`src/rtl/lsu_pkg.sv`:
```
package lsu_pkg;

   typedef enum logic [2:0] {
      ACC_NONE,
      ACC_LDW,
      ACC_STW,
      ACC_LDB_S,
      ACC_LDB_U,
      ACC_STB
   } acc_kind_e;

   localparam int unsigned OPC_LDW_DEF   = 35;
   localparam int unsigned OPC_STW_DEF   = 43;
   localparam int unsigned OPC_LDB_S_DEF = 32;
   localparam int unsigned OPC_LDB_U_DEF = 36;
   localparam int unsigned OPC_STB_DEF   = 40;

endpackage

```
`src/rtl/lsu_agen.sv`:
```
module lsu_agen #(
   parameter int unsigned ADDR_W = 32,
   parameter int unsigned OFF_W  = 16
) (
   input  logic [ADDR_W-1:0] base,
   input  logic [OFF_W-1:0]  disp,
   output logic [ADDR_W-1:0] ea
);
   localparam int unsigned EXT_W = ADDR_W - OFF_W;

   logic [ADDR_W-1:0] disp_ext;

   generate
      if (EXT_W == 0) begin : g_no_ext
         assign disp_ext = disp;
      end else begin : g_sext
         assign disp_ext = {{EXT_W{disp[OFF_W-1]}}, disp};
      end
   endgenerate

   assign ea = base + disp_ext;
endmodule

```
`src/rtl/lsu_decode.sv`:
```
module lsu_decode
   import lsu_pkg::*;
#(
   parameter int unsigned OPC_W    = 6,
   parameter int unsigned LANE_W   = 2,
   parameter int unsigned OP_LDW   = OPC_LDW_DEF,
   parameter int unsigned OP_STW   = OPC_STW_DEF,
   parameter int unsigned OP_LDB_S = OPC_LDB_S_DEF,
   parameter int unsigned OP_LDB_U = OPC_LDB_U_DEF,
   parameter int unsigned OP_STB   = OPC_STB_DEF
) (
   input  logic              req_valid,
   input  logic [OPC_W-1:0]  opcode,
   input  logic [LANE_W-1:0] ea_lo,
   output logic              rd_en,
   output logic              wr_word,
   output logic              wr_byte,
   output logic              ld_byte,
   output logic              ld_sext,
   output logic              misalign
);
   acc_kind_e kind;
   logic      word_acc;
   logic      unaligned;
   logic      load_acc;

   always_comb begin
      kind = ACC_NONE;
      if (req_valid) begin
         if      (opcode == OPC_W'(OP_LDW))   kind = ACC_LDW;
         else if (opcode == OPC_W'(OP_STW))   kind = ACC_STW;
         else if (opcode == OPC_W'(OP_LDB_S)) kind = ACC_LDB_S;
         else if (opcode == OPC_W'(OP_LDB_U)) kind = ACC_LDB_U;
         else if (opcode == OPC_W'(OP_STB))   kind = ACC_STB;
      end
   end

   assign word_acc  = (kind == ACC_LDW) || (kind == ACC_STW);
   assign unaligned = |ea_lo;
   assign misalign  = word_acc && unaligned;
   assign load_acc  = (kind == ACC_LDW) || (kind == ACC_LDB_S) || (kind == ACC_LDB_U);

   assign rd_en   = load_acc && !misalign;
   assign wr_word = (kind == ACC_STW) && !misalign;
   assign wr_byte = (kind == ACC_STB);
   assign ld_byte = (kind == ACC_LDB_S) || (kind == ACC_LDB_U);
   assign ld_sext = (kind == ACC_LDB_S);
endmodule

```
`src/rtl/lsu_store_lane.sv`:
```
module lsu_store_lane #(
   parameter int unsigned DATA_W = 32,
   parameter int unsigned LANES  = DATA_W / 8,
   parameter int unsigned LANE_W = $clog2(LANES)
) (
   input  logic              wr_word,
   input  logic              wr_byte,
   input  logic [LANE_W-1:0] lane,
   input  logic [DATA_W-1:0] rt_data,
   output logic [LANES-1:0]  we,
   output logic [DATA_W-1:0] wdata
);
   generate
      for (genvar g = 0; g < LANES; g++) begin : g_lane
         logic hit;
         assign hit            = (lane == LANE_W'(g));
         assign we[g]          = wr_word || (wr_byte && hit);
         assign wdata[8*g +: 8] = wr_word ? rt_data[8*g +: 8] : rt_data[7:0];
      end
   endgenerate
endmodule

```
`src/rtl/lsu_load_align.sv`:
```
module lsu_load_align #(
   parameter int unsigned DATA_W = 32,
   parameter int unsigned RD_LAT = 1,
   parameter int unsigned LANES  = DATA_W / 8,
   parameter int unsigned LANE_W = $clog2(LANES)
) (
   input  logic              clk,
   input  logic              rst_n,
   input  logic              rd_en,
   input  logic              ld_byte,
   input  logic              ld_sext,
   input  logic [LANE_W-1:0] lane,
   input  logic [DATA_W-1:0] rdata,
   output logic              ld_valid,
   output logic [DATA_W-1:0] ld_data
);
   localparam int unsigned META_W = 3 + LANE_W;

   logic [META_W-1:0] meta_in;
   logic [META_W-1:0] meta_out;

   assign meta_in = {rd_en, rd_en && ld_byte, rd_en && ld_sext, lane};

   generate
      if (RD_LAT == 1) begin : g_single
         logic [META_W-1:0] stage_q;
         always_ff @(posedge clk or negedge rst_n) begin
            if (!rst_n) stage_q <= '0;
            else        stage_q <= meta_in;
         end
         assign meta_out = stage_q;
      end else begin : g_chain
         logic [META_W-1:0] stage_q [RD_LAT];
         always_ff @(posedge clk or negedge rst_n) begin
            if (!rst_n) begin
               for (int i = 0; i < RD_LAT; i++) stage_q[i] <= '0;
            end else begin
               stage_q[0] <= meta_in;
               for (int i = 1; i < RD_LAT; i++) stage_q[i] <= stage_q[i-1];
            end
         end
         assign meta_out = stage_q[RD_LAT-1];
      end
   endgenerate

   logic              m_vld;
   logic              m_byte;
   logic              m_sext;
   logic [LANE_W-1:0] m_lane;

   assign {m_vld, m_byte, m_sext, m_lane} = meta_out;

   logic [7:0] lane_byte [LANES];

   generate
      for (genvar g = 0; g < LANES; g++) begin : g_pick
         assign lane_byte[g] = rdata[8*g +: 8];
      end
   endgenerate

   logic [7:0]        sel_byte;
   logic [DATA_W-1:0] byte_ext;

   assign sel_byte = lane_byte[m_lane];
   assign byte_ext = m_sext ? {{(DATA_W-8){sel_byte[7]}}, sel_byte}
                            : {{(DATA_W-8){1'b0}}, sel_byte};

   assign ld_valid = m_vld;
   assign ld_data  = m_byte ? byte_ext : rdata;
endmodule

```
`src/rtl/lsu_unit.sv`:
```
module lsu_unit
   import lsu_pkg::*;
#(
   parameter int unsigned ADDR_W   = 32,
   parameter int unsigned DATA_W   = 32,
   parameter int unsigned OFF_W    = 16,
   parameter int unsigned OPC_W    = 6,
   parameter int unsigned RD_LAT   = 1,
   parameter int unsigned OP_LDW   = OPC_LDW_DEF,
   parameter int unsigned OP_STW   = OPC_STW_DEF,
   parameter int unsigned OP_LDB_S = OPC_LDB_S_DEF,
   parameter int unsigned OP_LDB_U = OPC_LDB_U_DEF,
   parameter int unsigned OP_STB   = OPC_STB_DEF,
   localparam int unsigned LANES   = DATA_W / 8,
   localparam int unsigned LANE_W  = $clog2(LANES)
) (
   input  logic              clk,
   input  logic              rst_n,
   input  logic              req_valid,
   input  logic [OPC_W-1:0]  req_opcode,
   input  logic [ADDR_W-1:0] req_base,
   input  logic [OFF_W-1:0]  req_offset,
   input  logic [DATA_W-1:0] req_rt_data,
   output logic [ADDR_W-1:0] mem_addr,
   output logic              mem_rd_en,
   output logic [LANES-1:0]  mem_wr_en,
   output logic [DATA_W-1:0] mem_wdata,
   input  logic [DATA_W-1:0] mem_rdata,
   output logic              ld_valid,
   output logic [DATA_W-1:0] ld_data,
   output logic              misalign
);
   // elaboration-time parameter checks
   generate
      if (DATA_W % 8 != 0 || LANES < 2) begin : g_bad_data_w
         $error("lsu_unit: DATA_W must be a multiple of 8, at least 16");
      end
      if ((LANES & (LANES - 1)) != 0) begin : g_bad_lanes
         $error("lsu_unit: lane count must be a power of two");
      end
      if (RD_LAT < 1) begin : g_bad_lat
         $error("lsu_unit: RD_LAT must be at least 1");
      end
      if (OFF_W > ADDR_W || OFF_W < 1) begin : g_bad_off
         $error("lsu_unit: OFF_W must lie in 1..ADDR_W");
      end
      if (ADDR_W < LANE_W) begin : g_bad_addr
         $error("lsu_unit: ADDR_W too small for lane select");
      end
      if (OP_LDW >= (1 << OPC_W) || OP_STW >= (1 << OPC_W) || OP_LDB_S >= (1 << OPC_W)
          || OP_LDB_U >= (1 << OPC_W) || OP_STB >= (1 << OPC_W)) begin : g_bad_opw
         $error("lsu_unit: an opcode does not fit OPC_W");
      end
      if (OP_LDW == OP_STW || OP_LDW == OP_LDB_S || OP_LDW == OP_LDB_U || OP_LDW == OP_STB
          || OP_STW == OP_LDB_S || OP_STW == OP_LDB_U || OP_STW == OP_STB
          || OP_LDB_S == OP_LDB_U || OP_LDB_S == OP_STB || OP_LDB_U == OP_STB) begin : g_dup_op
         $error("lsu_unit: opcodes must be distinct");
      end
   endgenerate

   logic [ADDR_W-1:0] ea;
   logic              rd_en;
   logic              wr_word;
   logic              wr_byte;
   logic              ld_byte;
   logic              ld_sext;
   logic              mis;
   logic [LANE_W-1:0] lane;

   lsu_agen #(
      .ADDR_W (ADDR_W),
      .OFF_W  (OFF_W)
   ) u_agen (
      .base (req_base),
      .disp (req_offset),
      .ea   (ea)
   );

   assign lane = ea[LANE_W-1:0];

   lsu_decode #(
      .OPC_W    (OPC_W),
      .LANE_W   (LANE_W),
      .OP_LDW   (OP_LDW),
      .OP_STW   (OP_STW),
      .OP_LDB_S (OP_LDB_S),
      .OP_LDB_U (OP_LDB_U),
      .OP_STB   (OP_STB)
   ) u_decode (
      .req_valid (req_valid),
      .opcode    (req_opcode),
      .ea_lo     (lane),
      .rd_en     (rd_en),
      .wr_word   (wr_word),
      .wr_byte   (wr_byte),
      .ld_byte   (ld_byte),
      .ld_sext   (ld_sext),
      .misalign  (mis)
   );

   lsu_store_lane #(
      .DATA_W (DATA_W),
      .LANES  (LANES),
      .LANE_W (LANE_W)
   ) u_store (
      .wr_word (wr_word),
      .wr_byte (wr_byte),
      .lane    (lane),
      .rt_data (req_rt_data),
      .we      (mem_wr_en),
      .wdata   (mem_wdata)
   );

   lsu_load_align #(
      .DATA_W (DATA_W),
      .RD_LAT (RD_LAT),
      .LANES  (LANES),
      .LANE_W (LANE_W)
   ) u_load (
      .clk      (clk),
      .rst_n    (rst_n),
      .rd_en    (rd_en),
      .ld_byte  (ld_byte),
      .ld_sext  (ld_sext),
      .lane     (lane),
      .rdata    (mem_rdata),
      .ld_valid (ld_valid),
      .ld_data  (ld_data)
   );

   assign mem_addr  = ea;
   assign mem_rd_en = rd_en;
   assign misalign  = mis;
endmodule

```
`config.mk`:
```
export PLATFORM = sky130hd
export DESIGN_NAME = lsu_unit
export DESIGN_NICKNAME = d
export VERILOG_FILES = /design/src/rtl/lsu_pkg.sv /design/src/rtl/lsu_agen.sv /design/src/rtl/lsu_decode.sv /design/src/rtl/lsu_store_lane.sv /design/src/rtl/lsu_load_align.sv /design/src/rtl/lsu_unit.sv
export SDC_FILE = /design/constraint.sdc
export NUM_CORES = 1
export LEC_CHECK = 0
export ABC_AREA = 1
export BUFFER_PORTS_ARGS = -buffer_cell sky130_fd_sc_hd__buf_2
export CAP_MARGIN = 20
export CELL_PAD_IN_SITES_DETAIL_PLACEMENT = 0
export CELL_PAD_IN_SITES_GLOBAL_PLACEMENT = 1
export CORE_MARGIN = 5
export CORE_UTILIZATION = 29
export DETAILED_ROUTE_END_ITERATION = 10
export MAX_ROUTING_LAYER = met4
export PLACE_DENSITY_LB_ADDON = 0.1
export SLEW_MARGIN = 0
export SYNTH_ARGS = -nofsm -noshare
export SYNTH_HDL_FRONTEND = slang
export SYNTH_SLANG_ARGS = --single-unit
```
`constraint.sdc`:
```
create_clock -name clk -period 3.8 [get_ports clk]
set_clock_uncertainty 0.1 [all_clocks]
set_input_delay 0.57 -clock clk [delete_from_list [all_inputs] [get_ports clk]]
set_output_delay 0.57 -clock clk [all_outputs]
set_load 0.02 [all_outputs]
```
== Word-level counts from Yosys, hierarchy flattened ==
Cells that the tools add are included.
Cells by class
  divide/modulo/power cells: 0
  equality and inequality tests: 13
  reductions and logical operators: 20
  add/subtract/negate cells: 1
  $mul: 0
  muxes and demuxes: 14
  bitwise gates (word level): 1
  $lt $le $gt $ge: 1
  shifts and indexed selects: 0
Operators by type and width (count)
  $mux W32: 2
  $mux W8: 5
  $add A32 B32 Y32: 1
  $eq A6 B6 Y1 const B: 5
  $mux W3: 6
  $bmux W8 S2: 1
  $logic_and A1 B1 Y1: 9
  $logic_or A1 B1 Y1: 8
  $eq A3 B2 Y1 const B: 2
  $eq A3 B3 Y1 const B: 2
  $eq A2 B2 Y1 const B: 2
  $eq A3 B1 Y1 const B: 1
  $ge A3 B3 Y1 const B: 1
  $not A2 Y3: 1
  $eq A2 B1 Y1 const B: 1
  $logic_not A2 Y1: 1
  $reduce_or A2 Y1: 1
  $logic_not A1 Y1: 1
Storage, ports and cells
  output and inout port bits: 103
  bits in read-only memories: 0
  register bits after elaboration: 5
  logic and storage cells: 51
  bits in writable memories: 0
  input port bits: 121
  bits in latches: 0
  memories: 0

== Logic depth before layout (Yosys ltp) ==
Gate-level depths: netlist of the first run.
  word-level depth: 13
  gate-level depth with buffers: 12
  mapped depth without buffers: 12

== Modules after synthesis ==
A second synthesis of the first run with hierarchy kept.
Second synthesis, totals
  cell total of the unflattened synthesis: 767
  area, all modules: 3758.6 um2
By module, submodules not included
  lsu_agen: cells each 494, times used 1, seq. area each 0.0 um2, area each 2384.8 um2
  lsu_load_align: cells each 153, times used 1, seq. area each 125.1 um2, area each 760.7 um2
  lsu_store_lane: cells each 80, times used 1, seq. area each 0.0 um2, area each 426.7 um2
  lsu_decode: cells each 40, times used 1, seq. area each 0.0 um2, area each 186.4 um2

== Worst setup path after synthesis of the first run ==
OpenSTA, ideal clock, no wires.
  path kind: input to output
  start point: in req_base[0]
  end point: out mem_wdata[10]
  slack: 984 ps
  arrival time: 2146 ps
  path buffers: 1
  required time: 3130 ps
  cell stages on the path: 8
  cells stage by stage: ha_1 -> inv_1 -> fa_1 -> inv_1 -> nor2_2 -> buf_2 -> nand4_1 -> nand2_1
Between the ends
  cells in the longest elaborated chain, start to end: 6
RTL lines
  from (decl): line lsu_unit.sv:21  | input logic [ADDR_W-1:0] req_base,
  $add A32 B32 Y32: line lsu_agen.sv:21  | assign ea = base + disp_ext;
  named net u_load.meta_in[1]: line lsu_load_align.sv:19  | logic [META_W-1:0] meta_in;
  $reduce_or A2 Y1: line lsu_decode.sv:39  | assign unaligned = |ea_lo;
  $logic_and A1 B1 Y1: line lsu_decode.sv:40  | assign misalign = word_acc && unaligned;
  $logic_not A1 Y1: line lsu_decode.sv:44  | assign wr_word = (kind == ACC_STW) && !misalign;
  $logic_and A1 B1 Y1: line lsu_decode.sv:44
  $mux W8: line lsu_store_lane.sv:18  | assign wdata[8*g +: 8] = wr_word ? rt_data[8*g +: 8] : rt_data[7:0];
  to (decl): line lsu_unit.sv:27  | output logic [DATA_W-1:0] mem_wdata,
The timed path passes the listed nets, and every way through them passes these cells.

== Final worst setup path of the first run ==
  start point: in req_base[0]
  end point: out mem_wdata[15]
Between the ends
  cells in the longest elaborated chain, start to end: 6
RTL lines (line)
  $add A32 B32 Y32: lsu_agen.sv:21
  $reduce_or A2 Y1: lsu_decode.sv:39
  $logic_and A1 B1 Y1: lsu_decode.sv:40
  $logic_not A1 Y1: lsu_decode.sv:44
  $logic_and A1 B1 Y1: lsu_decode.sv:44
  $mux W8: lsu_store_lane.sv:18
No other way between the ends.

==> summary.txt, run 1 <==
Clock network
  – # clock sinks: 5
  – Post-CTS Repair Setup Buffers: 0
  – Hold buffers post-CTS: 0
  – CTS Buf Count: 3
  – Max Root-Sink Buffers: 2
  – CTS tree: built
  – Root Driver: clkbuf_16
  – Cts repair resizes: 0
  – Clk pin slew, worst setup/hold paths: 0.03 ns
  – H-tree levels: 1

Placement
  – Gpl congestion: 0.8078
  – Placed inst area: slightly below 5000 µm²
  – DP HPWL: 12.44 mm
  – Count of input and output buffers: 223
  – Placed cells: roughly 1.1k

Layout
  – Layout fillers: approximately 1.5k
  – Biggest regs: u_load.g_single.stage_q (5)
  – Top reg by flops: u_load.g_single.stage_q
  – Layout area overhead: 33.96%
  – Final Core Density: 0.3950
  – Register area: around 130 µm²
  – Multi-input logic area: around 2800 µm²
  – Max reg flops: 5
  – Layout cells sized above 1: 0.2631
  – Final non-filler cell total: about 1.1k
  – Number of diodes: 0
  – Design area: between 4000 and 5000 µm²
  – Nets: between 1k and 1.5k

Power and ir drop
  – Worst vdd ir: 0.1148 mV
  – P_leak: 3.331 nW
  – Cell Pwr Density: just over 200 nW/µm²

STA
  – # setup viols final: 0
  – RSZ-0062 raised after global routing: false
  – Post-route setup TNS: 0 ns
  – Final period util: 0.8319
  – Fmax: about 320 MHz
  – Worst Tran Pin Value: between 0.6 and 0.7 ns
  – Slew Limit Fails: 0
  – Worst hold slack: between 0.04 and 0.05 ns
  – Max_slew headroom: 0.5708
  – Fin crit period: around 3.2 ns
  – Final hold violations: 0

Synthesis
  – Synth Instances: 749
  – Synth Warn #: 0
  – Dominant cells by area after synthesis: nand2_1 (29%), inv_1 (16%), ha_1 (10%), nand4_1 (5.5%), nor2_1 (5.4%)
  – Top-area cell type share of the netlist area: 0.2875
  – Mapped Nets: 902
  – Synth Register Bits: 5
  – Top_reg_cell synth: dfrtp_1
  – Post-synth EDFFs: 0
  – Seq/Total Area, Yosys: 0.03362
  – Top post-synthesis cells by count: nand2_1 (285), inv_1 (163), nor2_1 (54), o21ai_0 (37), nand4_1 (33)
  – Ys async rst share: 1.000
  – Count leader, synth: nand2_1
  – Cell Area, Synth: roughly 3700 µm²
  – Largest area contributor in the netlist: nand2_1
  – Distinct cells, synth: 33
  – Post-Syn Area per Cell: about 5.0 µm²

Detailed routing
  – Post-route ant nets: 0
  – Total wire length: around 14 mm
  – Starting DRT DRC Count: between 200 and 250
  – Via/cell ratio: 4.368
  – Routed vias: 4,918
  – Pre-Repair DR Iteration Count: 4
  – WL per Instance: about 12 µm
  – # DRC: 0

Global routing
  – First-pass GRT wire length: ~22 mm
  – GRT Residual Overflow: 0
  – Initial antenna violation count: 0
  – GRT Util Overall: 0.1784
  – Largest net degree at the start of global routing: 28
  – Vias in the first global route: 4,599

Floorplan
  – Starting Density: 0.2949
  – Row cnt: 41
  – Die X: 123.3 µm
  – # IOs: between 200 and 250
  – Core box area: roughly 13,000 µm²
  – Die ar.: approximately 15,000 µm²
  – Die Ht: approximately 120 µm

Worst setup path
  – Crit Path Max Fanout: 24
  – CP startpoint kind: input pin
  – CP Data Arrival Time: roughly 2.5 ns
  – Worst setup EP type: primary output
  – Worst path max stage delay: 0.53 ns
  – CP cell instances: buf_2 > ha_1 > inv_1 > fa_1 > inv_1 > nor2_2 > buf_4 > nand4_1 > nand2_1 > buf_2
  – Required @ worst endpoint: between 3 and 4 ns
  – CP max-delay cell: fa_1
  – CP Class: input pin to primary output

Min path
  – Hold crit path type: input pin to async pin

Flow run
  – Max-cap violation count: 0

Status
  – Status: finished, final reports clean
metal layers:
layer	up-vias	GRT usage	wire [µm]
met3	4	0.02242	994
met2	139	0.3262	6915
met1	2071	0.2202	6122
li1	2704	-	-
met4	0	0.008997	30
met5	-	-	0
metrics by stage:
step,total power (W),worst slack (ns)
final,0.001008,0.6389
after detailed placement,0.0008447,0.6284
after CTS,0.001023,0.6151
after floorplan,0.0005770,0.9845
after global routing,0.001114,0.4764
after global placement,0.0008499,0.6355
final timing paths:
kind                        startpoint  slack, ns  cells past startpoint                    endpoint
worst max-delay path       req_base[0]       0.64                     10               mem_wdata[15]
worst min-delay path             rst_n       0.05                      1  u_load.g_single.stage_q[2]
max in group asynchronous        rst_n       3.42                      1  u_load.g_single.stage_q[1]
min in group clk             req_valid       0.58                      3  u_load.g_single.stage_q[2]
where the power goes:
group | total [W] | internal [W] | leakage [nW] | switching [W]
registers | 0.0000658 | 0.0000566 | 0.0650 | 0.00000922
clock network | 0.000173 | 0.000139 | 0.0382 | 0.0000345
logic | 0.000768 | 0.000266 | 3.23 | 0.000503
final cells by class:
| cell class | instances | share of cell area |
|---|---|---|
| clock buffer | 4 | 0.01581 |
| sequential | 5 | 0.02510 |
| tap | 172 | 0.04317 |
| inverter | 167 | 0.1268 |
| timing repair buffer | 225 | 0.2269 |
| multi-input combinational | 553 | 0.5622 |
worst max-delay path: cells and delay by family:
family	cells	cell delay (ns)
buffers and inverters	5	0.70
adder cells (fa/ha/maj)	2	0.76
AND/OR/NAND/NOR	3	0.45
cells in the final DEF (no fill, tap or decap), types with 3 or more instances in the layout:
cell	Yosys	layout
nand3_1	26	26
nand4_1	33	33
nand2_2	6	6
nand2_1	285	285
nor3_1	4	4
a21oi_1	30	30
o21ai_1	4	4
and2_1	3	3
ha_1	31	31
nand2_4	6	6
buf_2	8	223
o31ai_1	3	3
o21bai_1	3	3
inv_1	163	163
o21ai_0	37	37
dfrtp_1	5	5
nor2_1	54	54
clkbuf_16	0	3
xor2_1	15	15
inv_2	3	3
cells by family after synthesis:
| group | count (synthesis) | synth area share |
|---|---|---|
| AOI/OAI and AO/OA | 84 | 0.1227 |
| xor gates and xnor gates | 16 | 0.03766 |
| adders and majority gates | 32 | 0.1096 |
| buffers and inverters | 191 | 0.2132 |
| DFF | 5 | 0.03362 |
| and+or+nand+nor | 421 | 0.4832 |
Power figures use the tool's default switching activity.
==> inputs of run 2 (changes only) <==
--- a/config.mk
+++ b/config.mk
@@ -5,13 +5,13 @@
 export SDC_FILE = /design/constraint.sdc
 export NUM_CORES = 1
 export LEC_CHECK = 0
-export ABC_AREA = 1
+export ABC_AREA = 0
 export BUFFER_PORTS_ARGS = -buffer_cell sky130_fd_sc_hd__buf_2
 export CAP_MARGIN = 20
 export CELL_PAD_IN_SITES_DETAIL_PLACEMENT = 0
 export CELL_PAD_IN_SITES_GLOBAL_PLACEMENT = 1
 export CORE_MARGIN = 5
-export CORE_UTILIZATION = 29
+export CORE_UTILIZATION = 26
 export DETAILED_ROUTE_END_ITERATION = 10
 export MAX_ROUTING_LAYER = met4
 export PLACE_DENSITY_LB_ADDON = 0.1
==> constraint.sdc (replaced) <==
create_clock -name clk -period 3.1 [get_ports clk]
set_clock_uncertainty 0.1 [all_clocks]
set_input_delay 0.465 -clock clk [delete_from_list [all_inputs] [get_ports clk]]
set_output_delay 0.465 -clock clk [all_outputs]
set_load 0.02 [all_outputs]
==> run 2 against run 1 <==
  * Utilization increased by 5.8 points
  * Critical path depth increased by 3
  * Sequential power rose by 15%
  * Worst setup slack lost 0.58 ns
  * Cell area decreased by 0.65%
  * Global-route usage shrank 0.18 points
  * Largest power group unchanged
  * Highest routed layer unchanged
==> summary.txt, run 2 <==
Clock network
  – Root Driver: clkbuf_16
  – # clock sinks: 5 (unchanged)
  – CTS tree: built
  – H-tree levels: 1 (unchanged)
  – CTS Buf Count: 3 (unchanged)
  – Max Root-Sink Buffers: 2 (unchanged)
  – Clk pin slew, worst setup/hold paths: 0.03 ns (about the same)

Placement
  – Gpl congestion: 0.8833 (+9.3%)
  – DP HPWL: 11.12 mm (-11%)
  – Count of input and output buffers: 223 (unchanged)
  – Placed inst area: 4502 µm² (-8.2%)

Synthesis
  – Top_reg_cell synth: dfrtp_1
  – Top post-synthesis cells by count: nand2_1 (78), nor2_1 (53), o21ai_0 (42), a21oi_1 (41), inv_1 (34)
  – Mapped Nets: 627 (-30%)
  – Count leader, synth: nand2_1
  – Cell Area, Synth: 2920 µm² (-22%)
  – Synth Warn #: 0 (unchanged)
  – Seq/Total Area, Yosys: 0.04284 (+0.009220)
  – Post-Syn Area per Cell: 6.161 µm² (+24%)
  – Distinct cells, synth: 58 (+76%)
  – Dominant cells by area after synthesis: ha_1 (13%), nand2_1 (10%), o21ai_0 (7.2%), a21oi_1 (7.0%), nor2_1 (6.8%)
  – Largest area contributor in the netlist: ha_1
  – Synth Instances: 474 (-37%)
  – Synth Register Bits: 5 (unchanged)
  – Post-synth EDFFs: 0 (unchanged)
  – Ys async rst share: 1.000 (unchanged)
  – Top-area cell type share of the netlist area: 0.1328 (-0.1547)

Power and ir drop
  – P_leak: 2.639 nW (-21%)
  – Final Power: 0.001389 W (+38%)
  – Worst vdd ir: 0.2616 mV (+130%)
  – Cell Pwr Density: 280.5 nW/µm² (+39%)

Worst setup path
  – Required @ worst endpoint: 2.53 ns (-0.60 ns)
  – CP startpoint kind: input pin
  – Setup crit start: req_offset[0]
  – CP Class: input pin to primary output
  – CP Data Arrival Time: 2.48 ns (about the same)
  – Worst setup EP type: primary output
  – Crit Path Max Fanout: 4 (-83%)

STA
  – Fmax: roughly 330 MHz
  – Fin crit period: 3.042 ns
  – Worst Tran Pin Value: 0.5396 ns (-0.1026 ns)
  – Final period util: 0.9813
  – Max_slew headroom: 0.6309 (+0.06015)
  – Slew Limit Fails: 0 (unchanged)
  – Post-route setup TNS: 0 ns (unchanged)
  – # setup viols final: 0 (unchanged)
  – Worst hold slack: 0.3519 ns (+0.3035 ns)
  – Final hold violations: 0 (unchanged)

Detailed routing
  – Total wire length: 13.02 mm (-7.4%)
  – Post-route ant nets: 0 (unchanged)
  – Via/cell ratio: 4.859 (+11%)
  – M1 wire length: 5.160 mm (-16%)
  – # DRC: 0 (unchanged)
  – Uppermost layer routed: met4
  – WL per Instance: 14.81 µm (+19%)
  – Routed wl met3: 846 µm (-15%)
  – Routed vias: 4,271 (-13%)
  – Starting DRT DRC Count: 230 (+2.2%)
  – Met2 wire length: 6.894 mm (-0.30%)
  – Pre-Repair DR Iteration Count: 4 (unchanged)

Min path
  – Worst hold start: req_opcode[3]
  – Hold crit path type: input pin to flip-flop

Layout
  – Layout area overhead: 69.58%
  – Top reg by flops: u_load.g_single.stage_q
  – Layout cells sized above 1: 0.4601 (+0.1970)
  – Nets: 893 (-19%)
  – Biggest regs: u_load.g_single.stage_q (5)
  – Design area: 4952 µm² (-0.65%)
  – Most common cell after layout, fill and taps aside: buf_2
  – Final Core Density: 0.4529 (+0.05786)
  – Max reg flops: 5 (unchanged)
  – Layout fillers: 1,184 (-22%)
  – Most frequent cells in the layout: buf_2 (216), nand2_1 (78), buf_4 (72)
  – Number of diodes: 0 (unchanged)

Global routing
  – GRT Util Overall: 0.1766 (-0.001760)
  – GRT Residual Overflow: 0 (unchanged)
  – Vias in the first global route: 4,010 (-13%)
  – Largest net degree at the start of global routing: 29 (+3.6%)
  – First-pass GRT wire length: 19.11 mm (-12%)
  – Initial antenna violation count: 0 (unchanged)

Flow run
  – Max-cap violation count: 0 (unchanged)

Floorplan
  – Starting Density: 0.2670 (-0.02782)
  – Die ar.: 13,450 µm² (-11%)
  – # IOs: 224 (unchanged)
  – Core box area: 10,940 µm² (-13%)
  – Die X: 116.0 µm (-5.9%)
  – Die Ht: 116.0 µm (-5.9%)
  – Row cnt: 38 (-7.3%)

Status
  – Status: finished, final reports clean
-- run 2: worst max-delay path, cell delays in order --
cell	delay [ns]
buf_6	0.08
ha_4	0.14
inv_2	0.04
fa_2	0.36
nor2b_2	0.16
o2111ai_2	0.15
o21ai_2	0.13
a21boi_4	0.09
buf_6	0.14
a21oi_1	0.23
nor3_1	0.11
nor3_2	0.21
buf_4	0.18
-- run 2: final timing paths --
kind                       slack, ns  depth (start not counted)                         end
worst max-delay path            0.06                         13                mem_addr[24]
worst min-delay path            0.35                          2  u_load.g_single.stage_q[3]
max in group asynchronous       2.27                          2  u_load.g_single.stage_q[2]
min in group asynchronous       0.50                          2  u_load.g_single.stage_q[4]
-- run 2: area by class of cell --
type / count / area [µm²] / share of cell area
inverter: 34 / 127.6 / 0.02577
timing repair buffer: 294 / 1697 / 0.3426
clock buffer: 4 / 78.83 / 0.01592
multi-input combinational: 402 / 2749 / 0.5551
tap: 140 / 175.2 / 0.03537
sequential: 5 / 125.1 / 0.02527
-- run 2: cell families after synthesis --
| logic type | count (synthesis) | synth area share |
|---|---|---|
| XOR/XNOR | 27 | 0.08097 |
| AND/OR/NAND/NOR | 185 | 0.2811 |
| flip-flops | 5 | 0.04284 |
| AO/OA/AOI/OAI | 156 | 0.3342 |
| adder cells (fa/ha/maj) | 32 | 0.1397 |
| multiplexers | 2 | 0.01157 |
| buffers and inverters | 67 | 0.1097 |
-- run 2: what timing repair did --
item                                   in CTS  in global routing
setup endpoints to repair                   9                 32
pin swaps                                  15                 17
buffers inserted                            2                  6
endpoints found under the hold margin       5                  0
resized for setup                          18                 38
hold buffers                                1                  0
-- run 2: through the flow --
stage	cells	setup WS [ns]
after floorplan	474	0.05194
after global placement	866	-0.07963
after detailed placement	866	-0.1007
after CTS	873	0.003162
after global routing	879	-0.06951
final	879	0.05791
-- run 2: layer usage --
layer,global-route usage,up-vias
li1,-,2199
met1,0.2088,1923
met2,0.3406,141
met3,0.01201,8
met4,0.01005,0
met5,-,-
-- run 2: power by group --
part	internal [W]	switching, W	total, W
clock network	0.000170	0.0000415	0.000212
logic	0.000482	0.000620	0.00110
registers	0.0000693	0.00000626	0.0000756
total	0.000721	0.000667	0.00139
==> inputs of run 3 (changes only) <==
--- a/config.mk
+++ b/config.mk
@@ -8,10 +8,10 @@
 export ABC_AREA = 0
 export BUFFER_PORTS_ARGS = -buffer_cell sky130_fd_sc_hd__buf_2
 export CAP_MARGIN = 20
-export CELL_PAD_IN_SITES_DETAIL_PLACEMENT = 0
-export CELL_PAD_IN_SITES_GLOBAL_PLACEMENT = 1
+export CELL_PAD_IN_SITES_DETAIL_PLACEMENT = 1
+export CELL_PAD_IN_SITES_GLOBAL_PLACEMENT = 2
 export CORE_MARGIN = 5
-export CORE_UTILIZATION = 26
+export CORE_UTILIZATION = 19
 export DETAILED_ROUTE_END_ITERATION = 10
 export MAX_ROUTING_LAYER = met4
 export PLACE_DENSITY_LB_ADDON = 0.1
==> run 3 against run 2 <==
  * First-iteration DRC count decreased by 63%
  * Largest cell class unchanged
  * Non-clock buffer count increased by 2
  * Cell area increased by 4.3%
==> summary.txt, run 3 (synthesized netlist as in run 2, its figures left out) <==
Worst setup path
  – Worst setup EP type: primary output
  – CP startpoint kind: input pin
  – CP Class: input pin to primary output
  – CP Data Arrival Time: 2.49 ns (about the same)
  – Crit Path Max Fanout: 2 (-2)
  – Setup crit end: mem_addr[31]
  – Required @ worst endpoint: 2.53 ns (about the same)
  – Setup crit start: req_base[12]

Global routing
  – First-pass GRT wire length: 22.47 mm (+18%)
  – Largest net degree at the start of global routing: 29 (unchanged)
  – GRT Util Overall: 0.1526 (-0.02403)
  – Initial antenna violation count: 1 (+1)
  – Vias in the first global route: 4,482 (+12%)
  – GRT Residual Overflow: 0 (unchanged)

Detailed routing
  – Via/cell ratio: 4.623 (-4.9%)
  – Post-route ant nets: 0 (unchanged)
  – Starting DRT DRC Count: 86 (-63%)
  – WL per Instance: 15.52 µm (+4.8%)
  – Routed vias: 4,299 (+0.66%)
  – Pre-Repair DR Iteration Count: 6 (+2)
  – Total wire length: 14.44 mm (+11%)
  – # DRC: 0 (unchanged)

Floorplan
  – Core box area: 15,150 µm² (+39%)
  – Starting Density: 0.1928 (-0.07424)
  – Die X: 134.0 µm (+16%)
  – Die ar.: 17,950 µm² (+33%)
  – Die Ht: 134.0 µm (+16%)
  – # IOs: 224 (unchanged)
  – Row cnt: 45 (+18%)

STA
  – Slew Limit Fails: 0 (unchanged)
  – Worst hold slack: 0.3540 ns (+0.002151 ns)
  – Worst Tran Pin Value: 0.6859 ns (+0.1463 ns)
  – PnR worst setup slack: 0.04305 ns (-0.01486 ns)
  – RSZ-0062 raised after global routing: true
  – Final hold violations: 0 (unchanged)
  – Final period util: 0.9861 (+0.004794)
  – Fin crit period: 3.057 ns (+0.01486 ns)
  – Fmax: 327.1 MHz (-0.49%)
  – Max_slew headroom: 0.5414 (-0.08952)
  – # setup viols final: 0 (unchanged)

Clock network
  – Clk pin slew, worst setup/hold paths: 0.03 ns (about the same)
  – # clock sinks: 5 (unchanged)
  – H-tree levels: 1 (unchanged)
  – CTS tree: built
  – Root Driver: clkbuf_16
  – CTS Buf Count: 3 (unchanged)
  – Max Root-Sink Buffers: 2 (unchanged)

Min path
  – Hold crit path type: input pin to flip-flop

Power and ir drop
  – Worst vdd ir: 0.1782 mV (-32%)
  – Cell Pwr Density: 278.1 nW/µm² (-0.84%)
  – P_leak: 2.685 nW (+1.7%)

Status
  – Status: finished, final reports clean

Placement
  – Pre-CTS setup slack: -0.2979 ns (-0.1972 ns)
  – Placed cells: 920 (+6.2%)
  – DP HPWL: 12.61 mm (+13%)
  – Count of input and output buffers: 223 (unchanged)
  – Gpl congestion: 0.8296 (-6.1%)

Flow run
  – Max-cap violation count: 0 (unchanged)

Layout
  – Most frequent cells in the layout: buf_2 (212), nand2_1 (77), buf_4 (73)
  – Most common cell after layout, fill and taps aside: buf_2
  – Layout fillers: 1,989 (+68%)
  – Biggest regs: u_load.g_single.stage_q (5)
  – Nets: 895 (+0.22%)
  – Final non-filler cell total: 930 (+5.8%)
  – Layout area overhead: 76.95%
  – Layout cells sized above 1: 0.4791 (+0.01900)
  – Max reg flops: 5 (unchanged)
  – Top reg by flops: u_load.g_single.stage_q
run 3: power by group:
group / switching [W] / internal, W / total (W)
combinational: 0.000646 / 0.000504 / 0.00115
clock: 0.0000404 / 0.000170 / 0.000211
sequential: 0.00000645 / 0.0000693 / 0.0000758
total: 0.000693 / 0.000744 / 0.00144
run 3: metrics by stage:
step                  util  setup TNS, ns  power (W)  area, µm²
CTS                 0.3228      -0.008922   0.001395       4890
detailed placement  0.3042         -1.464   0.001130       4607
global route        0.3412        -0.1145   0.001562       5167
floorplan                -              0  0.0007026       2925
global placement    0.3042         -1.090   0.001122       4607
finish              0.3412              0   0.001437       5167
run 3: area by class of cell:
cell class / instances / area, µm² / area share
clock buffers: 4 / 78.83 / 0.01525
diodes: 1 / 2.502 / 0.0004843
multi-input cells: 402 / 2854 / 0.5523
repair buffers: 296 / 1744 / 0.3375
flip-flops and latches: 5 / 125.1 / 0.02421
well taps: 188 / 235.2 / 0.04552
inverters: 34 / 127.6 / 0.02470
run 3: layer usage:
| metal | track usage | wire length, µm |
|---|---|---|
| met1 | 0.1760 | 6039 |
| met2 | 0.2894 | 7558 |
| met3 | 0.02063 | 727 |
| met4 | 0.01600 | 110 |
| met5 | - | 0 |
run 3: worst min path at each step:
stage	from	endpoint	slack [ns]	depth (start not counted)
2_1_floorplan	rst_n	u_load.g_single.stage_q[0]	0.07	0
3_3_place_gp	rst_n	u_load.g_single.stage_q[4]	0.18	1
3_5_place_dp	rst_n	u_load.g_single.stage_q[4]	0.18	1
4_1_cts	req_opcode[2]	u_load.g_single.stage_q[2]	0.35	2
5_1_grt	req_opcode[2]	u_load.g_single.stage_q[2]	0.36	2
6_report	req_opcode[2]	u_load.g_single.stage_q[2]	0.35	2
run 3: worst max-delay path, cell delays in order:
cell and delay, ns:
buf_2 0.12, ha_4 0.24, a21o_4 0.21, a31oi_4 0.21, o211ai_1 0.13, a21oi_2 0.24
a31oi_4 0.12, or4b_4 0.55, nand3_2 0.08, buf_6 0.11
run 3: what timing repair did:
action / in CTS / in global routing
buffers inserted: 3 / 1
resized for setup: 35 / 51
endpoints found under the setup margin: 14 / 42
hold buffers: 1 / 0
pin swaps: 15 / 31
endpoints found under the hold margin: 5 / 0
